## config.mk

```make
export PLATFORM = sky130hd
export DESIGN_NAME = swp_key_guard
export DESIGN_NICKNAME = d
export VERILOG_FILES = /design/src/rtl/swp_key_guard.sv
export SDC_FILE = /design/constraint.sdc
export NUM_CORES = 1
export LEC_CHECK = 0
export BUFFER_PORTS_ARGS = -buffer_cell sky130_fd_sc_hd__buf_2
export CAP_MARGIN = 20
export CORE_AREA = 2 2 39 41
export DETAILED_ROUTE_END_ITERATION = 16
export DIE_AREA = 0 0 41 43
export PLACE_DENSITY = 0.7
export SLEW_MARGIN = 20
export SYNTH_ARGS = -nofsm -noshare
export SYNTH_HDL_FRONTEND = slang
export SYNTH_SLANG_ARGS = --single-unit
```

## constraint.sdc

```tcl
create_clock -name clk -period 1.9 [get_ports clk]
set_input_delay 0.095 -clock clk [delete_from_list [all_inputs] [get_ports clk]]
set_output_delay 0.095 -clock clk [all_outputs]
set_load 0.02 [all_outputs]
```

## src/rtl/swp_key_guard.sv

```systemverilog
module swp_key_guard #(
  parameter int ADDR_W = 15,
  parameter int DATA_W = 8,
  parameter logic [ADDR_W-1:0] KEY_MASK = 15'h3FFF,
  parameter logic [ADDR_W-1:0] ADDR_P = 15'h5555,
  parameter logic [ADDR_W-1:0] ADDR_Q = 15'h2AAA,
  parameter logic [DATA_W-1:0] DAT_OPEN = 8'hAA,
  parameter logic [DATA_W-1:0] DAT_TWO = 8'h55,
  parameter logic [DATA_W-1:0] DAT_ARM = 8'hA0,
  parameter logic [DATA_W-1:0] DAT_ERASE = 8'h80,
  parameter logic [DATA_W-1:0] DAT_OFF = 8'h20
) (
  input  logic              clk,
  input  logic              por_n,
  input  logic              rst_n,
  input  logic              wr_stb,
  input  logic [ADDR_W-1:0] wr_addr,
  input  logic [DATA_W-1:0] wr_data,
  output logic              wr_permit,
  output logic              wr_cmd,
  output logic              prot_on
);

  typedef enum logic [2:0] {
    M_IDLE, M_K1, M_K2, M_ARMED, M_K3, M_K4, M_K5
  } mstate_t;

  mstate_t st, nxt;
  logic    step, arm_use, disarm;

  wire at_p = ((wr_addr ^ ADDR_P) & KEY_MASK) == '0;
  wire at_q = ((wr_addr ^ ADDR_Q) & KEY_MASK) == '0;
  wire k_open  = at_p && (wr_data == DAT_OPEN);
  wire k_two   = at_q && (wr_data == DAT_TWO);
  wire k_arm   = at_p && (wr_data == DAT_ARM);
  wire k_erase = at_p && (wr_data == DAT_ERASE);
  wire k_off   = at_p && (wr_data == DAT_OFF);
  wire go      = wr_stb && rst_n;

  always_comb begin
    nxt     = M_IDLE;
    step    = 1'b0;
    arm_use = 1'b0;
    disarm  = 1'b0;
    case (st)
      M_ARMED: arm_use = 1'b1;
      M_K1: if (k_two) begin nxt = M_K2; step = 1'b1; end
            else if (k_open) begin nxt = M_K1; step = 1'b1; end
      M_K2: if (k_arm) begin nxt = M_ARMED; step = 1'b1; end
            else if (k_erase) begin nxt = M_K3; step = 1'b1; end
            else if (k_open) begin nxt = M_K1; step = 1'b1; end
      M_K3: if (k_open) begin nxt = M_K4; step = 1'b1; end
      M_K4: if (k_two) begin nxt = M_K5; step = 1'b1; end
            else if (k_open) begin nxt = M_K1; step = 1'b1; end
      M_K5: if (k_off) begin nxt = M_IDLE; step = 1'b1; disarm = 1'b1; end
            else if (k_open) begin nxt = M_K1; step = 1'b1; end
      default: if (k_open) begin nxt = M_K1; step = 1'b1; end
    endcase
  end

  assign wr_cmd    = go && step;
  assign wr_permit = go && !step && (arm_use || !prot_on);

  always_ff @(posedge clk or negedge por_n) begin
    if (!por_n) begin
      st      <= M_IDLE;
      prot_on <= 1'b0;
    end else if (!rst_n) begin
      st <= M_IDLE;
    end else if (wr_stb) begin
      st <= nxt;
      if (arm_use) prot_on <= 1'b1;
      else if (disarm) prot_on <= 1'b0;
    end
  end

endmodule

```

==> reports/qor.yml, run 1 <==
routed_wl_um: 1240
seq_area_frac_synth: 0.207
place_ws_ns: 0.401
hold_class: "in2reg"
synth_top_area_share: 0.207
critPathArrivalTime_ns: 1.66
hold_viol_final: 0
clockBufferDepth: 2
path_cells: "nand3b_1 -> o211ai_1 -> o21ai_1 -> a31oi_1 -> and2_1 -> buf_2"
num_vias: 601
area_growth_syn_to_layout_pct: 41.6
cpMaxStageDelayCell: "dfrtp_1"
period_share: 0.923
fin_area_um2: 686
cts_tree: "yes"
fin_setup_tns_ns: 0
synth_edf_count: 0
cts_max_level: 1
max_slew_margin: 0.810
die_w_um: 41
cts_root_buffer: "clkbuf_4"
yosys-top-cells-area: "dfrtp_1, and4bb_2, nand4_1"
clk_pin_slew_ns: 0.04
ys_seq_elements: 4
status: "finished clean"
cts_buffers: 3
multiInputGateArea_um2: 377
wire_per_inst_um: 11.5
synth_area_um2: 484
maxSlewViolCount: 0
drive_gt1_frac: 0.457
viasPerCell: 5.56
critPathKind: "reg2out"
path_max_fanout: 7
routabilityCongestion: 0.782
io_pins: 30
drt_iter0_drc: 3
die_area_um2: 1760
grt_use_total: 0.162
grt-ovfl-total: 0
ys_warn_count: 0
first_pass_iters: 4
avgSynthCellArea_um2: 8.07
clkSinkCount: 4
synth_nets: 87
synthCells: 60
grt_pass1_wl_um: 1950
regArea_um2: 101
post_cts_buffers: 0
drv_cap: 0
clk_latency_ns: 0.24
dp_hpwl_um: 1060
drc_errors: 0
worst_slack_ns: 0.146
powerDensity_nw_per_um2: 381
worstMarginPinSlew_ns: 0.283
synthFlopType: "dfrtp_1"
critical_path.startpoint_type: "register"
grt_max_degree: 10
cp_top_family: "compound AO/OA/AOI/OAI gates"
start_util: 0.350
n_fill_cell: 142
synth_cell_type_count: 32
cpPeakStageDelay_ns: 0.44
fmax_mhz: 570
yosysMostFrequentCell: "nand2_1"
max-vdd-ir-drop_mv: 0.429
async_flop_share: 1.00
rows: 14
antenna_cells: 0
p_leak_nw: 0.298
core_um2: 1380
nets: 121
grt_setup_unrepaired: "no"
critPathRequiredTime_ns: 1.80
period_minus_slack_ns: 1.75
setup_viol: 0
antenna_found_initial: 0
first_global_vias: 508
power_mw: 0.261
endpoint_kind: "output pin"
synth_area_leader_cell: "dfrtp_1"
critPathBufInv: 1
die_height_um: 43
synth_commonest_cells: "nand2_1, nor2_1, dfrtp_1, nand4_1"
ant_nets: 0
skew_ns: 0.00958
place_area_um2: 647
portBuffers: 28
-- where the power goes --
part           internal, mW  switching, mW
sequential           0.0868       0.000707
clock                0.0706         0.0353
combinational        0.0355         0.0323
-- cell type report --
class	instances	area share
repair buffers	30	0.230
multi-input cells	53	0.549
clock buffers	3	0.0328
well taps	16	0.0292
flip-flops and latches	4	0.148
inverters	2	0.0109
-- flip-flops by register name, summed over array words and instances (netlist names) --
signal / cells
prot_on: 1
st: 3
-- stage by stage --
stage,hold WS (ns),util,instances
floorplan,-0.201,-,60
global placement,-0.101,0.467,104
detailed placement,-0.0984,0.467,104
CTS,0.122,0.491,108
global route,0.158,0.495,108
finish,0.129,0.495,108
-- logic make-up after synthesis --
kind of cell	count (synthesis)	synth area share
AOI/OAI and AO/OA	14	0.196
buffers and inverters	3	0.0258
DFF	4	0.207
and+or+nand+nor	39	0.571
-- worst paths after layout --
kind	from	to	slack [ns]	cells past startpoint
setup / recovery	st[0]	wr_permit	0.15	6
hold / removal	rst_n	st[2]	0.13	3
setup reg to reg	st[2]	st[2]	0.63	6
hold reg to reg	st[1]	st[1]	0.60	2
max in group asynchronous	por_n	st[1]	1.59	2
min in group asynchronous	por_n	st[2]	0.18	2
-- what timing repair did --
| item | 4_1_cts | 5_1_grt |
|---|---|---|
| hold buffers | 1 | 0 |
| endpoints found under the hold margin | 4 | 0 |
| resized for setup | 0 | 2 |
| setup endpoints to repair | 0 | 2 |
-- layout by cell type (no fill, tap or decap), types with 2 or more instances in the layout --
master,count
buf_2,28
nand2_1,6
nor2_1,5
nand4_1,4
a31oi_1,3
o21ai_1,3
clkbuf_4,3
dfrtp_1,3
nand3b_1,2
and4bb_2,2
inv_1,2
and3_1,2
nor2b_1,2
nor4bb_1,2
nand3_1,2
o21ai_0,2
-- worst register-to-register path, stage by stage, from the launching register on --
cell	delay, ns
dfrtp_1	0.37
buf_4	0.16
nor2b_1	0.18
nand3_2	0.12
o21ai_0	0.17
nand2_1	0.08
o21ai_1	0.12
-- layer usage --
layer | GRT usage | wire (µm) | up-vias
li1 | - | - | 303
met3 | 0.0785 | 151 | 0
met1 | 0.208 | 495 | 267
met4 | 0.0200 | 0 | 0
met5 | 0 | 0 | -
met2 | 0.247 | 596 | 31
No activity file was read; power rests on OpenSTA's default activity.
==> inputs of run 2 (changes only) <==
==> constraint.sdc (replaced) <==
create_clock -name clk -period 1.9 [get_ports clk]
set_input_delay 0.095 -clock clk [delete_from_list [all_inputs] [get_ports clk]]
set_output_delay 0.095 -clock clk [all_outputs]
set_load 0.1 [all_outputs]
==> reports/qor.yml, run 2 (synthesis gave the netlist of run 1 again) <==
dp_hpwl_um: 1070  # +1.4%
drt_iter0_drc: 13  # +10
place_area_um2: 672  # +3.9%
critical_path.startpoint_type: "register"
path_max_fanout: 8  # +1
fmax_mhz: 559  # -2.0%
routed_wl_um: 1270  # +1.9%
powerDensity_nw_per_um2: 386  # +1.3%
cts_tree: "yes"
final_cell_mix: "buf_2, nand2_1, nor2_1, nand4_1"
cpPeakStageDelay_ns: 0.44  # about the same
p_seq_frac: 0.318  # -0.017
clk_latency_ns: 0.23  # about the same
io_pins: 30  # unchanged
start_util: 0.350  # unchanged
cpMaxStageDelayCell: "dfrtp_2"
cp_top_family: "flip-flops"
cts_root_buffer: "clkbuf_4"
p_sw_frac: 0.288  # +0.0267
p_leak_nw: 0.301  # +0.98%
final_common_cell: "buf_2"
die_height_um: 43  # unchanged
antenna_found_initial: 0  # unchanged
top_register: "st"
max_slew_margin: 0.679  # -0.131
viasPerCell: 5.46  # -1.8%
fin_area_um2: 714  # +4.2%
p_switching_mw: 0.0794  # +16%
top_usage_layer: "met2"
drc_errors: 0  # unchanged
wire_per_inst_um: 11.7  # +1.9%
p_int_mw: 0.196  # +1.7%
hold_viol_final: 0  # unchanged
power_mw: 0.275  # +5.5%
clkSinkCount: 4  # unchanged
maxSlewViolCount: 0  # unchanged
fin_cells: 108  # unchanged
final_util: 0.516  # +0.0208
endpoint_kind: "output pin"
die_w_um: 41  # unchanged
met2_usage: 0.284  # +0.0375
die_area_um2: 1760  # unchanged
clk_pin_slew_ns: 0.03  # about the same
grt_max_degree: 10  # unchanged
ant_nets: 0  # unchanged
grt_use_total: 0.171  # +0.00907
power_frac_comb: 0.312  # +0.053
critPathBufInv: 1  # unchanged
critPathArrivalTime_ns: 1.69  # +0.03 ns
num_vias: 590  # -1.8%
drive_gt1_frac: 0.467  # +0.0109
rows: 14  # unchanged
setup_viol: 0  # unchanged
first_pass_iters: 4  # unchanged
portBuffers: 28  # unchanged
hold_class: "in2reg"
p_clk_frac: 0.371  # -0.035
grt_setup_unrepaired: "no"
critPathRequiredTime_ns: 1.80  # about the same
use_met1: 0.208  # unchanged
drv_cap: 0  # unchanged
routabilityCongestion: 0.844  # +7.9%
top_regs: "st x3, prot_on x1"
core_um2: 1380  # unchanged
period_minus_slack_ns: 1.79  # +0.0356 ns
area_growth_syn_to_layout_pct: 47.5
critPathKind: "reg2out"
dp_cells: 103  # -0.96%
clockBufferDepth: 2  # unchanged
cts_buffers: 3  # unchanged
period_share: 0.942  # +0.0187
status: "finished clean"
fin_setup_tns_ns: 0  # unchanged
cts_max_level: 1  # unchanged
use_met3: 0.0157  # -0.0628
skew_ns: 0.00107  # -0.00851 ns
path_cells: "nand3b_1 -> o211ai_1 -> o21ai_1 -> a31oi_1 -> and2_1 -> buf_12"
worstMarginPinSlew_ns: 0.484  # +0.201 ns
grt_pass1_wl_um: 2080  # +6.7%
antenna_cells: 0  # unchanged
nets: 121  # unchanged
first_global_vias: 531  # +4.5%
max-vdd-ir-drop_mv: 0.238  # -45%
grt-ovfl-total: 0  # unchanged
largest_reg_flops: 3  # unchanged
run 2: cell counts in the layout (fill, tap and decap cells not counted):
No cell type changed its count.
run 2: final timing paths:
kind                              to  cells after the start  slack, ns   from
max                        wr_permit                      6       0.11  st[2]
min                            st[2]                      3       0.15  rst_n
max reg2reg                    st[0]                      5       0.57  st[2]
min reg2reg                    st[1]                      2       0.61  st[1]
max in group asynchronous      st[1]                      2       1.58  por_n
min in group asynchronous      st[0]                      2       0.19  por_n
run 2: layout make-up:
class / count / area, µm²
fill: 146 / 669
multi-input combinational: 53 / 374
timing repair buffer: 30 / 188
sequential: 4 / 103
clock buffer: 3 / 22.5
tap: 16 / 20.0
inverter: 2 / 7.51
run 2: power groups by stage:
stage | logic [mW] | registers [mW] | clock network [mW]
2_1_floorplan | 0.0300 | 0.0966 | 0
3_3_place_gp | 0.0826 | 0.0885 | 0
3_5_place_dp | 0.0846 | 0.0885 | 0
4_1_cts | 0.0865 | 0.0875 | 0.109
5_1_grt | 0.0928 | 0.0876 | 0.111
6_report | 0.0858 | 0.0875 | 0.102
run 2: repair_timing:
item	CTS	global route
hold endpoints to repair	4	0
hold buffers	1	0
resized for setup	0	2
buffers inserted	1	0
cloned	0	0
endpoints found under the setup margin	1	1
run 2: metal layers:
| metal | wire [µm] | vias up |
|---|---|---|
| met5 | 0 | - |
| met4 | 16 | 0 |
| met3 | 98 | 2 |
| met2 | 592 | 26 |
| met1 | 561 | 257 |
| li1 | - | 305 |
run 2: per-stage QoR:
step | hold slack (ns) | worst slack, ns
after detailed placement | -0.0996 | 0.231
final | 0.153 | 0.110
after global placement | -0.101 | 0.276
after CTS | 0.154 | 0.0603
after floorplan | -0.201 | -0.0315
after global routing | 0.185 | 0.0214
run 2: tightest hold or removal path, cell delays in order:
cell and delay [ns]:
buf_2 0.11, nand3_1 0.07, o21ai_1 0.07
==> inputs of run 3 (changes only) <==
Settings changed: CORE_AREA 2 2 39 41 to not set, CORE_MARGIN set to 5, CORE_UTILIZATION set to 36, DIE_AREA 0 0 41 43 to not set, PLACE_DENSITY 0.7 to 0.72.
Clock period 1.9 ns to 1.5 ns, I/O delays scaled along.
==> reports/qor.yml, run 3 (synthesis gave the netlist of run 1 again) <==
maxSlewViolCount: 0  # unchanged
grt_use_total: 0.184  # +0.0129
final_common_cell: "buf_2"
status: "complete, but fails checks"
dp_hpwl_um: 1340  # +25%
p_clk_frac: 0.372  # about the same
power_frac_comb: 0.323  # +0.011
path_cells: "and4bb_1 -> nand4_1 -> nor2_2 -> a31oi_2 -> buf_4 -> nor2_4 -> buf_12"
cts_tree: "yes"
violations: "setup timing"
clockBufferDepth: 2  # unchanged
cpPeakStageDelay_ns: 0.43  # about the same
routed_wl_um: 1680  # +32%
min_to: "st[2]"
regArea_um2: 104  # +1.2%
grt-ovfl-total: 0  # unchanged
worst_r2r_endpoint: "st[1]"
grt_pass1_wl_um: 2820  # +36%
hold_class: "in2reg"
first_global_vias: 697  # +31%
critical_path.startpoint_type: "register"
nets: 132  # +9.1%
final_cell_mix: "buf_2, buf_4, nand2_1"
wire_per_inst_um: 14.2  # +21%
hold_path.startpoint: "rst_n"
drc_errors: 0  # unchanged
max_slew_margin: 0.678  # -0.00124
critPathKind: "reg2out"
skew_ns: 0.000670  # -0.000403 ns
multiInputGateArea_um2: 400  # +7.0%
cts_root_buffer: "clkbuf_4"
path_max_fanout: 6  # -2
drive_gt1_frac: 0.573  # +0.105
p_int_mw: 0.254  # +30%
num_vias: 645  # +9.3%
io_pins: 30  # unchanged
clk_latency_ns: 0.24  # about the same
hold_viol_final: 0  # unchanged
p_switching_mw: 0.112  # +41%
top_register: "st"
die_height_um: 46.7  # +8.5%
ant_nets: 0  # unchanged
n_fill_cell: 118  # -19%
clkSinkCount: 4  # unchanged
antenna_cells: 0  # unchanged
reg2reg_slack_ns: 0.05  # -0.52 ns
area_growth_syn_to_layout_pct: 70.8
antenna_found_initial: 0  # unchanged
top_regs: "st x3, prot_on x1"
clk_pin_slew_ns: 0.04  # about the same
worst_slack_ns: -0.329  # -0.439 ns
grt_max_degree: 7  # -3
rr_startpoint: "st[1]"
core_um2: 1280  # -7.1%
largest_reg_flops: 3  # unchanged
p_seq_frac: 0.305  # -0.013
grt_setup_unrepaired: "yes"
place_ws_ns: -0.0950  # -0.326 ns
die_w_um: 46.7  # +14%
viasPerCell: 5.47  # about the same
cts_max_level: 1  # unchanged
drt_iter0_drc: 17  # +4
routabilityCongestion: 0.842  # -0.27%
max-vdd-ir-drop_mv: 0.161  # -32%
start_util: 0.377  # +0.0269
powerDensity_nw_per_um2: 442  # +15%
rr_worst_depth: 5  # unchanged
p_sw_frac: 0.306  # +0.0175
period_share: 1.22
hold_depth: 3  # unchanged
period_minus_slack_ns: 1.83
endpoint_kind: "output pin"
setup_viol: 2  # +2
drv_cap: 0  # unchanged
worstMarginPinSlew_ns: 0.486  # +0.00187 ns
p_leak_nw: 0.359  # +19%
portBuffers: 28  # unchanged
die_area_um2: 2180  # +24%
critPathArrivalTime_ns: 1.75  # +0.06 ns
first_pass_iters: 4  # unchanged
cpMaxStageDelayCell: "dfrtp_2"
critPathRequiredTime_ns: 1.42  # -0.38 ns
fmax_mhz: 547
final_util: 0.644  # +0.127
cts_buffers: 3  # unchanged
rows: 13  # -1
[run 3: worst max-delay path by stage]
stage | from | to
after floorplan | st[1] | wr_cmd
after global placement | st[0] | wr_cmd
after detailed placement | st[1] | wr_cmd
after CTS | st[1] | wr_cmd
after global routing | st[1] | wr_cmd
final | st[1] | wr_cmd
[run 3: area by class of cell]
type	instances	share of cell area
clock buffers	3	0.0272
inverters	2	0.00908
multi-input cells	53	0.484
flip-flops and latches	4	0.126
well taps	15	0.0227
repair buffers	41	0.331
[run 3: stage by stage]
stage	total power [mW]	hold WS (ns)	setup TNS (ns)	instance area, µm²	cells
after floorplan	0.162	-0.221	-0.117	507	60
after global placement	0.221	-0.119	-0.0533	737	109
after detailed placement	0.224	-0.114	-0.0950	737	109
after CTS	0.368	0.111	-0.580	850	121
after global routing	0.384	0.152	-0.763	827	118
final	0.366	0.114	-0.554	827	118
[run 3: repair_timing]
| item | 4_1_cts | 5_1_grt |
|---|---|---|
| pin swaps | 5 | 10 |
| buffers inserted | 8 | 1 |
| hold buffers | 1 | 0 |
| endpoints found under the hold margin | 4 | 0 |
| gates resized for setup | 7 | 0 |
| setup endpoints to repair | 2 | 5 |
[run 3: power groups by stage]
| stage | Combinational [mW] | Clock (mW) | Sequential, mW |
|---|---|---|---|
| floorplan | 0.0400 | 0 | 0.122 |
| global placement | 0.109 | 0 | 0.112 |
| detailed placement | 0.111 | 0 | 0.112 |
| CTS | 0.117 | 0.139 | 0.111 |
| global route | 0.127 | 0.145 | 0.111 |
| finish | 0.118 | 0.136 | 0.111 |
[run 3: layer usage]
layer | global-route usage | wire [µm] | share of wire
met2 | 0.341 | 935 | 0.56
met4 | 0.0718 | 6 | 0.0036
met1 | 0.203 | 659 | 0.39
met3 | 0.0352 | 75 | 0.045
met5 | 0 | 0 | 0
[run 3: critical path, delay by kind of cell (launching register included)]
family                 cells  cell delay [ns]
buffers and inverters      2             0.34
AO/OA/AOI/OAI              1             0.06
flip-flops                 1             0.43
AND/OR/NAND/NOR            4             0.68
